## src/rtl/pport_pkg.sv

```systemverilog
package pport_pkg;
   localparam int STAT_W = 5;
   localparam int CTRL_W = 6;
   // register addresses
   localparam int A_DATA = 0;
   localparam int A_STAT = 1;
   localparam int A_CTRL = 2;
   // control bit positions
   localparam int CB_STROBE = 0;
   localparam int CB_AUTOFD = 1;
   localparam int CB_INIT   = 2;
   localparam int CB_SELIN  = 3;
   localparam int CB_IRQEN  = 4;
   localparam int CB_DIR    = 5;
   // synchronized status vector order
   localparam int SV_FAULT  = 0;
   localparam int SV_SELECT = 1;
   localparam int SV_PERROR = 2;
   localparam int SV_ACK    = 3;
   localparam int SV_BUSY   = 4;
endpackage

```

## src/rtl/pport_sync.sv

```systemverilog
module pport_sync #(
   parameter int W      = 5,
   parameter int STAGES = 2
) (
   input  logic         clk,
   input  logic         rst_n,
   input  logic [W-1:0] d,
   output logic [W-1:0] q
);
   logic [W-1:0] st [STAGES];

   generate
      if (STAGES < 2) begin : g_bad_stages
         $error("pport_sync: STAGES must be at least 2");
      end
      for (genvar i = 0; i < STAGES; i++) begin : g_stage
         if (i == 0) begin : g_first
            always_ff @(posedge clk) begin
               if (!rst_n) st[0] <= '0;
               else        st[0] <= d;
            end
         end else begin : g_next
            always_ff @(posedge clk) begin
               if (!rst_n) st[i] <= '0;
               else        st[i] <= st[i-1];
            end
         end
      end
   endgenerate

   assign q = st[STAGES-1];
endmodule

```

## src/rtl/pport_ctrl.sv

```systemverilog
module pport_ctrl
   import pport_pkg::*;
#(
   parameter int DATA_W = 8
) (
   input  logic              clk,
   input  logic              rst_n,
   input  logic              wr_data,
   input  logic              wr_ctrl,
   input  logic [DATA_W-1:0] wdata,
   input  logic              ext_mode,
   output logic [CTRL_W-1:0] ctrl_q,
   output logic [DATA_W-1:0] data_q,
   output logic              data_oe,
   output logic              strobe_n,
   output logic              autofd_n,
   output logic              init_n,
   output logic              selin_n
);
   always_ff @(posedge clk) begin
      if (!rst_n) begin
         ctrl_q <= '0;
         data_q <= '0;
      end else begin
         if (wr_ctrl) ctrl_q <= wdata[CTRL_W-1:0];
         if (wr_data) data_q <= wdata;
      end
   end

   assign strobe_n = ~ctrl_q[CB_STROBE];
   assign autofd_n = ~ctrl_q[CB_AUTOFD];
   assign init_n   =  ctrl_q[CB_INIT];
   assign selin_n  = ~ctrl_q[CB_SELIN];
   assign data_oe  = ~(ext_mode & ctrl_q[CB_DIR]);
endmodule

```

## src/rtl/pport_irq.sv

```systemverilog
module pport_irq (
   input  logic clk,
   input  logic rst_n,
   input  logic ack_s,
   input  logic enable,
   input  logic clr,
   output logic irq
);
   logic ack_prev;
   logic rise;

   assign rise = ack_s & ~ack_prev;

   always_ff @(posedge clk) begin
      if (!rst_n) begin
         ack_prev <= 1'b0;
         irq      <= 1'b0;
      end else begin
         ack_prev <= ack_s;
         if (rise && enable) irq <= 1'b1;
         else if (clr)       irq <= 1'b0;
      end
   end
endmodule

```

## src/rtl/pport_regs.sv

```systemverilog
module pport_regs
   import pport_pkg::*;
#(
   parameter int DATA_W      = 8,
   parameter int ADDR_W      = 2,
   parameter int SYNC_STAGES = 2
) (
   input  logic              clk,
   input  logic              rst_n,
   input  logic [ADDR_W-1:0] bus_addr,
   input  logic              bus_we,
   input  logic [DATA_W-1:0] bus_wdata,
   output logic [DATA_W-1:0] bus_rdata,
   input  logic              ext_mode,
   input  logic              irq_ack,
   output logic              irq,
   output logic [DATA_W-1:0] pin_data_out,
   output logic              pin_data_oe,
   input  logic [DATA_W-1:0] pin_data_in,
   output logic              pin_strobe_n,
   output logic              pin_autofd_n,
   output logic              pin_init_n,
   output logic              pin_selin_n,
   input  logic              pin_busy,
   input  logic              pin_ack_n,
   input  logic              pin_perror,
   input  logic              pin_select,
   input  logic              pin_fault_n
);
   generate
      if (DATA_W != 8) begin : g_bad_width
         $error("pport_regs: DATA_W must be 8");
      end
      if (ADDR_W < 2) begin : g_bad_addr
         $error("pport_regs: ADDR_W must be at least 2");
      end
   endgenerate

   logic              sel_data, sel_stat, sel_ctrl;
   logic [STAT_W-1:0] stat_raw, stat_s;
   logic [CTRL_W-1:0] ctrl_q;
   logic [DATA_W-1:0] stat_byte;

   assign sel_data = (bus_addr == ADDR_W'(A_DATA));
   assign sel_stat = (bus_addr == ADDR_W'(A_STAT));
   assign sel_ctrl = (bus_addr == ADDR_W'(A_CTRL));

   always_comb begin
      stat_raw            = '0;
      stat_raw[SV_FAULT]  = pin_fault_n;
      stat_raw[SV_SELECT] = pin_select;
      stat_raw[SV_PERROR] = pin_perror;
      stat_raw[SV_ACK]    = pin_ack_n;
      stat_raw[SV_BUSY]   = pin_busy;
   end

   pport_sync #(.W(STAT_W), .STAGES(SYNC_STAGES)) u_sync (
      .clk (clk),
      .rst_n (rst_n),
      .d   (stat_raw),
      .q   (stat_s)
   );

   pport_ctrl #(.DATA_W(DATA_W)) u_ctrl (
      .clk      (clk),
      .rst_n    (rst_n),
      .wr_data  (bus_we & sel_data),
      .wr_ctrl  (bus_we & sel_ctrl),
      .wdata    (bus_wdata),
      .ext_mode (ext_mode),
      .ctrl_q   (ctrl_q),
      .data_q   (pin_data_out),
      .data_oe  (pin_data_oe),
      .strobe_n (pin_strobe_n),
      .autofd_n (pin_autofd_n),
      .init_n   (pin_init_n),
      .selin_n  (pin_selin_n)
   );

   pport_irq u_irq (
      .clk    (clk),
      .rst_n  (rst_n),
      .ack_s  (stat_s[SV_ACK]),
      .enable (ctrl_q[CB_IRQEN]),
      .clr    (irq_ack | (bus_we & sel_ctrl)),
      .irq    (irq)
   );

   always_comb begin
      stat_byte    = '0;
      stat_byte[7] = ~stat_s[SV_BUSY];
      stat_byte[6] =  stat_s[SV_ACK];
      stat_byte[5] =  stat_s[SV_PERROR];
      stat_byte[4] =  stat_s[SV_SELECT];
      stat_byte[3] =  stat_s[SV_FAULT];
   end

   always_comb begin
      if (sel_data)      bus_rdata = pin_data_in;
      else if (sel_stat) bus_rdata = stat_byte;
      else if (sel_ctrl) bus_rdata = DATA_W'(ctrl_q);
      else               bus_rdata = '0;
   end
endmodule

```

## config.mk

```make
export PLATFORM = sky130hd
export DESIGN_NAME = pport_regs
export DESIGN_NICKNAME = d
export VERILOG_FILES = /design/src/rtl/pport_pkg.sv /design/src/rtl/pport_sync.sv /design/src/rtl/pport_ctrl.sv /design/src/rtl/pport_irq.sv /design/src/rtl/pport_regs.sv
export SDC_FILE = /design/constraint.sdc
export NUM_CORES = 1
export LEC_CHECK = 0
export ABC_AREA = 1
export ABC_CLOCK_PERIOD_IN_PS = 800
export CORE_MARGIN = 2
export CORE_UTILIZATION = 35
export DETAILED_ROUTE_END_ITERATION = 10
export GPL_TIMING_DRIVEN = 0
export PLACE_DENSITY = 0.77
export SYNTH_ARGS = -nofsm -noshare
export SYNTH_HDL_FRONTEND = slang
export SYNTH_SLANG_ARGS = --single-unit
```

## constraint.sdc

```tcl
create_clock -name clk -period 0.8 [get_ports clk]
set_clock_uncertainty 0.05 [all_clocks]
set_input_delay 0.08 -clock clk [delete_from_list [all_inputs] [get_ports clk]]
set_output_delay 0.08 -clock clk [all_outputs]
set_load 0.02 [all_outputs]
```

==> Flow_metrics.wiki, run 1 <==
{| class="wikitable"
! Metric !! Value
|-
| Status || finished, violations left
|-
| Violations in the final reports || negative setup slack
|-
| Die Footprint || 3650 um^2
|-
| Area growth from synthesis to layout || 74.3%
|-
| DRC violation count after routing || 0
|-
| Net Count, Synth || 178
|-
| # port buffers || 47
|-
| Combined area of the multi-input logic cells || 518 um^2
|-
| Peak supply drop || 1.06 mV
|-
| Number of H-tree levels || 1
|-
| Cell count after synthesis || 150
|-
| Time the final worst path needs with I/O delays and setup || 1.19 ns
|-
| Initial core utilization || 36.5%
|-
| Proportion of power drawn by combinational gates || 26.1%
|-
| Cell leakage power || 0.927 nW
|-
| Count of synthesis-stage warnings from yosys || 0
|-
| Total number of nets in the final design || 246
|-
| Placed wire-length estimate || 1850 um
|-
| Number of clock buffers inserted by TritonCTS || 3
|-
| Worst max-slew margin expressed relative to the limit || 84.2%
|-
| Fraction of power consumed by the clock network || 20.9%
|-
| FMAX || 838 MHz
|-
| Number of DRC violations after detailed-routing iteration 0 || 28
|-
| Number of iterations in the first detailed-routing pass || 4
|-
| Netlist cell types || 14
|-
| Final routed wirelength across all metal layers || 2890 um
|-
| Number of max-slew violations in the final report || 0
|-
| Power Density || 1360 nW/um^2
|-
| Number of fill cells || 279
|-
| Vias after detailed routing || 1131
|-
| Number of global-route vias before repair || 1003
|-
| Top-Level Pins || 50
|-
| Arrival time of the worst setup path || 1.06 ns
|-
| Width of the die || 60.4 um
|-
| Category of the worst setup path capture point || output pin
|-
| Critical path startpoint category || flop
|-
| Post-layout util || 63.6%
|-
| Total routing resource utilization after global routing || 15.2%
|-
| Sum Neg Setup Slack || -4.99 ns
|-
| Floorplan die height || 60.4 um
|-
| Switching portion of total power || 27.3%
|-
| Post-synthesis register bit count || 26
|-
| Layout Cell Area excl Fill || 1940 um^2
|-
| Total global routing overflow || 0
|-
| Cell internal pwr || 1.92 mW
|-
| Clock tree from TritonCTS || done
|-
| Number of nets with antenna violations after detailed routing || 0
|-
| Ratio of routed vias to standard cells || 4.35
|-
| Critical Path Fanout Max || 2
|-
| Maximum number of buffers from clock root to sink || 2
|-
| Initial antenna violation count || 0
|-
| Portion of total power attributed to sequential cells || 53.0%
|-
| Switching component of the power || 721 uW
|-
| Clk Latency, worst-skew pair || 0.32 ns
|-
| Global-route wire length before repair || 4190 um
|-
| Final period util || 149%
|-
| Setup slack on the worst flop-to-flop path || -0.04 ns
|-
| Slew of the pin with the lowest slew margin || 0.236 ns
|-
| Critical setup path kind || flop to output pin
|-
| Average cell area after synthesis || 7.43 um^2
|-
| Final Hold Vio Count || 0
|-
| Area of the mapped netlist || 1110 um^2
|-
| Post-Place Cell Area || 1710 um^2
|-
| Antenna diode count || 0
|-
| Setup violations, final || 25
|-
| Fraction of the yosys area taken by sequential cells || 46.7%
|-
| Area occupied by registers || 542 um^2
|-
| Average wire per standard cell || 11.1 um
|-
| CTS root buffer || clkbuf_4
|-
| Worst-path clk slew || 0.13 ns
|-
| Post-Place Worst Slack || -1.27 ns
|-
| Worst-case setup margin in the final layout || -0.393 ns
|-
| Number of clock sinks || 26
|-
| Tightest Hold Check Type || primary input to flop
|-
| Row cnt || 20
|-
| Unrepaired setup endpoints after global routing || true
|-
| Maximum number of pins on one net before global-route repair || 14
|-
| Ratio of cells with drive above 1 in the final layout || 40.7%
|-
| Core ar. || 3050 um^2
|-
| Data required time at the worst endpoint || 0.67 ns
|-
| Maxcap violations || 0
|-
| Final weighted congestion in routability-driven placement || 0.734
|}
stage by stage:
step                std cells  power [mW]  hold slack, ns
floorplan                 150        1.71           0.123
global route              260        2.75          0.0712
finish                    260        2.64          0.0507
global placement          241        2.00           0.267
CTS                       251        2.59          0.0489
detailed placement        241        2.00           0.273
cell type report:
cell class,instances,area share (%)
Buffer,8,3.99
Clock buffer,3,1.16
Inverter,20,4.44
Multi-Input combinational cell,96,26.7
Sequential cell,26,27.9
Tap cell,44,2.83
Timing Repair Buffer,63,33.0
layer usage:
layer	wire length (um)	global-route usage [%]	part of all wire, %
met5	0	0	0
met4	22	3.73	0.76
met3	181	3.84	6.3
met2	1420	26.9	49
met1	1260	18.7	44
cell usage after synthesis, drive strengths merged:
| cell type | count | share of area [%] |
|---|---|---|
| nand2 | 47 | 16 |
| dfxtp | 26 | 47 |
| nor2 | 23 | 8.4 |
| inv | 20 | 6.7 |
| a21oi | 9 | 4.0 |
| nand3b | 9 | 6.1 |
| buf | 7 | 5.4 |
| o211ai | 3 | 2.0 |
| o21ai | 3 | 1.3 |
| clkbuf | 1 | 1.2 |
| nand3 | 1 | 1.6 |
| o31ai | 1 | 0.67 |
worst max-delay path, stage by stage, from the launching register on:
cell	delay, ns
dfxtp_2	0.36
inv_2	0.04
o211ai_1	0.18
buf_4	0.18
flip-flops by register name (all words and copies together), names as in the netlist:
name,cells
u_irq.ack_prev,1
u_irq.irq,1
u_sync.st,10
u_ctrl.data_q,8
u_ctrl.ctrl_q,6
power groups by stage:
| stage | clock [mW] | sequential (mW) | combinational (mW) |
|---|---|---|---|
| 2_1_floorplan | 0 | 1.44 | 0.275 |
| 3_3_place_gp | 0 | 1.41 | 0.583 |
| 3_5_place_dp | 0 | 1.41 | 0.590 |
| 4_1_cts | 0.559 | 1.40 | 0.632 |
| 5_1_grt | 0.592 | 1.41 | 0.749 |
| 6_report | 0.551 | 1.40 | 0.690 |
logic make-up (layout without fill, tap and decap cells):
group / after synthesis / in the layout / share of synthesized area, %
AND/OR/NAND/NOR: 80 / 80 / 31.9
AO/OA/AOI/OAI: 16 / 16 / 8.08
buffers and inverters: 28 / 94 / 13.4
flip-flops: 26 / 26 / 46.7
final timing paths:
check | start | endpoint | cells after the start
setup reg to reg | u_sync.st[1][3] | u_irq.irq | 4
hold reg to reg | u_sync.st[0][4] | u_sync.st[1][4] | 2
hold / removal | rst_n | u_irq.ack_prev | 4
setup / recovery | u_ctrl.ctrl_q[4] | bus_rdata[4] | 3
what timing repair did:
item,CTS,global route
gates cloned,0,1
hold endpoints to repair,6,6
gates resized for setup,155,16
endpoints found under the setup margin,37,37
buffers inserted,6,9
pin swaps,2,4
hold buffers,1,1
layout by cell type (no fill, tap or decap), drive strengths merged:
cell type / Yosys / layout
nand2: 47 / 47
buf: 7 / 45
dfxtp: 26 / 26
clkdlybuf4s50: 0 / 23
nor2: 23 / 23
inv: 20 / 19
a21oi: 9 / 9
nand3b: 9 / 9
clkbuf: 1 / 5
o211ai: 3 / 3
o21ai: 3 / 3
clkinvlp: 0 / 1
o31ai: 1 / 1
nand3: 1 / 1
dlygate4sd3: 0 / 1
(Power assumes the default switching activity.)
==> run 2: changes to the inputs <==
Settings changed: ABC_CLOCK_PERIOD_IN_PS 800 to not set, PLACE_DENSITY 0.77 to 0.76, SYNTH_HIERARCHICAL set to 1.
==> run 2 against run 1 <==
  * The run still ends with negative setup slack left
  * Cell area rose by 1.4%
  * Die area up 3.5%
  * Clock power increased by 61%
  * Hold slack improved by 0.15 ns
  * Fmax grew 2.9%
  * Sequential power about the same
  * Critical path depth grew 1
  * Combinational power decreased by 3.8%
  * Setup slack better by 0.033 ns
  * Non-clock buffer count is 9 lower
  * Via count down 0.44%
  * Final cell count is 2.3% higher
  * Critical endpoint is now bus_rdata[2]
  * Highest routed layer unchanged
==> Flow_metrics.wiki, run 2 <==
{| class="wikitable"
! Metric !! Value
|-
| Status || finished, violations left
|-
| Violations in the final reports || negative setup slack
|-
| Startpoint of the worst hold path || bus_addr[1]
|-
| Number of flops mapped to enable cells by yosys || 0 (unchanged)
|-
| Category of the worst setup path capture point || output pin
|-
| Setup violations, final || 22 (-12%)
|-
| Worst-case setup margin in the final layout || -0.360 ns (+0.0332 ns)
|-
| Power Density || 1500 nW/um^2 (+10%)
|-
| Basic-gate share of the synthesized area counting and, or, nand and nor cells || 37.7% (+5.8 points)
|-
| # port buffers || 47 (unchanged)
|-
| Count of synthesis-stage warnings from yosys || 6 (+6)
|-
| Total number of nets in the final design || 251 (+2.0%)
|-
| Clk Latency, worst-skew pair || 0.31 ns (about the same)
|-
| Number of nets with antenna violations after detailed routing || 0 (unchanged)
|-
| Final Hold Vio Count || 0 (unchanged)
|-
| Cell leakage power || 0.974 nW (+5.1%)
|-
| Tightest Hold Check Type || primary input to flop
|-
| Most used cell along the critical path || buf_6
|-
| Fraction of the yosys area taken by sequential cells || 45.0% (-1.7 points)
|-
| Slowest-stage cell, CP || dfxtp_4
|-
| Maximum number of pins on one net before global-route repair || 16 (+2)
|-
| Worst-path clk slew || 0.14 ns (about the same)
|-
| Arrival time of the worst setup path || 1.03 ns (-0.03 ns)
|-
| FMAX || 862 MHz (+2.9%)
|-
| Worst max-slew margin expressed relative to the limit || 76.6% (-7.6 points)
|-
| Die Footprint || 3780 um^2 (+3.5%)
|-
| Kind of cell with the highest combined delay on the critical path || flip-flops
|-
| Cell count after synthesis || 164 (+9.3%)
|-
| Final period util || 145% (-4.2 points)
|-
| Layout Cell Area excl Fill || 1970 um^2 (+1.4%)
|-
| Peak supply drop || 0.890 mV (-16%)
|-
| Row cnt || 20 (unchanged)
|-
| Initial antenna violation count || 0 (unchanged)
|-
| Startpoint of the worst register-to-register path || u_ctrl/ctrl_q[4]
|-
| Top-area cell type share of the netlist area || 45.0% (-1.7 points)
|-
| Width of the die || 61.5 um (+1.7%)
|-
| Ratio of cells with drive above 1 in the final layout || 41.0% (+0.25 points)
|-
| Data required time at the worst endpoint || 0.67 ns (about the same)
|-
| Post-Place Cell Area || 1720 um^2 (+0.73%)
|-
| Number of global-route vias before repair || 1022 (+1.9%)
|-
| DRC violation count after routing || 0 (unchanged)
|-
| Number of clock buffers inserted by TritonCTS || 3 (unchanged)
|-
| Final routed wirelength across all metal layers || 2760 um (-4.5%)
|-
| Average cell area after synthesis || 7.05 um^2 (-5.1%)
|-
| Synth area leaders || dfxtp_1 (45%), nand2_1 (18%), nor2_1 (8.8%)
|-
| Post-layout util || 63.5% (-0.14 points)
|-
| Placed wire-length estimate || 1910 um (+3.1%)
|-
| Area growth from synthesis to layout || 70.5%
|-
| Cell type with the largest total area after synthesis || dfxtp_1
|-
| R2r endpoint || u_irq/irq
|-
| Most numerous cell types in the synthesized netlist || nand2_1 (55), nor2_1 (27), dfxtp_1 (26), inv_1 (23), nand3_1 (13)
|-
| Antenna diode count || 0 (unchanged)
|-
| Number of H-tree levels || 1 (unchanged)
|-
| CTS root buffer || clkbuf_4
|-
| Most used cells in the layout excluding fill and tap cells || nand2_1 (49), buf_6 (29), clkdlybuf4s50_1 (23), nor2_1 (23), inv_1 (18)
|-
| Critical path startpoint category || flop
|-
| Slew of the pin with the lowest slew margin || 0.351 ns (+0.115 ns)
|-
| Largest family of logic cells by synthesized area || simple AND/OR/NAND/NOR gates
|-
| Core ar. || 3100 um^2 (+1.6%)
|-
| Initial core utilization || 37.3% (+0.74 points)
|-
| Largest registers || u_sync/st x10, u_ctrl/data_q x8, u_ctrl/ctrl_q x6
|-
| Worst hold path depth || 6 (+2)
|-
| R2R cell count || 5 (+1)
|-
| Setup slack on the worst flop-to-flop path || 0.01 ns (+0.05 ns)
|-
| Number of DRC violations after detailed-routing iteration 0 || 35 (+25%)
|-
| Post-synthesis register bit count || 26 (unchanged)
|-
| Share of the synthesized netlist area taken by xor and xnor gates || 0% (unchanged)
|-
| Area of the mapped netlist || 1160 um^2 (+3.7%)
|-
| Cell-by-cell trace of the critical path || buf_6, nand3_2, nand2_2, buf_6
|-
| Worst hold margin || 0.204 ns (+0.153 ns)
|-
| Critical Path Fanout Max || 2 (unchanged)
|-
| Clock tree from TritonCTS || done
|-
| Synth Area in Compound Gates || 1.73% (-6.3 points)
|-
| Netlist cell types || 17 (+3)
|-
| Maximum number of buffers from clock root to sink || 2 (unchanged)
|-
| Number of max-slew violations in the final report || 0 (unchanged)
|-
| Adder and majority cell fraction of the synthesized area || 0% (unchanged)
|-
| # placed instances || 255 (+5.8%)
|-
| Leading cell type by number of instances after synthesis || nand2_1
|-
| Vias after detailed routing || 1126 (-0.44%)
|-
| Total routing resource utilization after global routing || 16.1% (+0.91 points)
|-
| Global-route wire length before repair || 4440 um (+5.9%)
|-
| Mux cell area share after synthesis || 0% (unchanged)
|-
| Crit-path max cell delay || 0.37 ns (about the same)
|-
| Most flop-heavy register || u_sync/st
|-
| Critical setup path kind || flop to output pin
|-
| Net Count, Synth || 192 (+7.9%)
|-
| Async S/R FF share, synth || 0% (unchanged)
|-
| Worst Hold Path EP || u_ctrl/ctrl_q[5]
|-
| Top-Level Pins || 50 (unchanged)
|-
| Flip-flop count of the largest register, all copies and words added || 10 (unchanged)
|-
| Ratio of routed vias to standard cells || 4.23 (-2.7%)
|-
| Total global routing overflow || 0 (unchanged)
|-
| Number of iterations in the first detailed-routing pass || 4 (unchanged)
|-
| Average wire per standard cell || 10.4 um (-6.7%)
|-
| Number of clock sinks || 26 (unchanged)
|-
| Unrepaired setup endpoints after global routing || true
|-
| Time the final worst path needs with I/O delays and setup || 1.16 ns (-0.0332 ns)
|-
| Leading register cell type out of synthesis || dfxtp_1
|-
| Fin cells || 266 (+2.3%)
|-
| Floorplan die height || 61.5 um (+1.7%)
|-
| Maxcap violations || 0 (unchanged)
|-
| Final weighted congestion in routability-driven placement || 0.719 (-2.1%)
|-
| Leading cell type in the layout, fill and taps excluded || nand2_1
|-
| Worst path bufs/invs || 2 (unchanged)
|}
-- run 2: cell types whose count changed in the layout (fill, tap and decap cells not counted), moves of 6 or more --
cell      previous run  this run
a21oi_1              9         0
nand2_1             41        49
nand3b_1             9         1
buf_4               12         5
nand3_2              0         7
nand3_1              0         6
-- run 2: layer usage --
| metal | vias to the layer above | track usage [%] | share of wire [%] |
|---|---|---|---|
| met5 | - | 0 | 0 |
| met4 | 0 | 7.29 | 0.98 |
| met3 | 2 | 2.94 | 5.9 |
| met2 | 32 | 26.9 | 50 |
| met1 | 493 | 20.3 | 43 |
| li1 | 599 | - | - |
-- run 2: how the worst max path moves through the flow --
| stage | start | end | slack [ns] | depth (start not counted) |
|---|---|---|---|---|
| global placement | bus_we | u_ctrl/data_q[6] | -0.64 | 8 |
| floorplan | bus_we | u_ctrl/data_q[5] | -0.1 | 7 |
| detailed placement | bus_we | u_ctrl/data_q[6] | -0.65 | 8 |
| CTS | u_ctrl/ctrl_q[2] | bus_rdata[2] | -0.37 | 4 |
| global route | u_ctrl/ctrl_q[2] | bus_rdata[2] | -0.43 | 4 |
| finish | u_ctrl/ctrl_q[2] | bus_rdata[2] | -0.36 | 4 |
-- run 2: timing repair --
item / CTS / global route
hold endpoints to repair: 0 / 0
hold buffers: 0 / 0
buffers inserted: 4 / 3
cloned: 1 / 0
gates resized for setup: 169 / 10
setup endpoints to repair: 47 / 24
pin swaps: 11 / 3
-- run 2: power by group --
group | switching (mW) | internal, mW
combinational | 0.302 | 0.362
sequential | 0.0403 | 1.36
clock | 0.380 | 0.507
-- run 2: tightest hold or removal path: stages --
cell	delay (ns)
buf_6	0.14
nand2_2	0.12
nor2_4	0.05
nand2_1	0.06
nand2_1	0.04
nor2_1	0.06
-- run 2: area by class of cell --
cell class              instances  area (um^2)
multi-input cells             104          542
clock buffers                   3         22.5
inverters                      26          100
fillers                       276         1130
flip-flops and latches         26          547
clock inverters                 1         30.0
well taps                      44         55.1
repair buffers                 54          576
plain buffers                   8         98.8
-- run 2: logic make-up after synthesis --
family                 Yosys count
AND/OR/NAND/NOR                102
AO/OA/AOI/OAI                    2
flip-flops                      26
buffers and inverters           34
-- run 2: metrics by stage --
stage / TNS (ns) / power (mW) / setup WS (ns)
after global placement: -19.58 / 1.99 / -0.640
after detailed placement: -20.00 / 2.00 / -0.647
after CTS: -4.87 / 2.96 / -0.375
after global routing: -5.96 / 3.10 / -0.431
after floorplan: -0.781 / 1.72 / -0.0963
final: -4.69 / 2.95 / -0.360
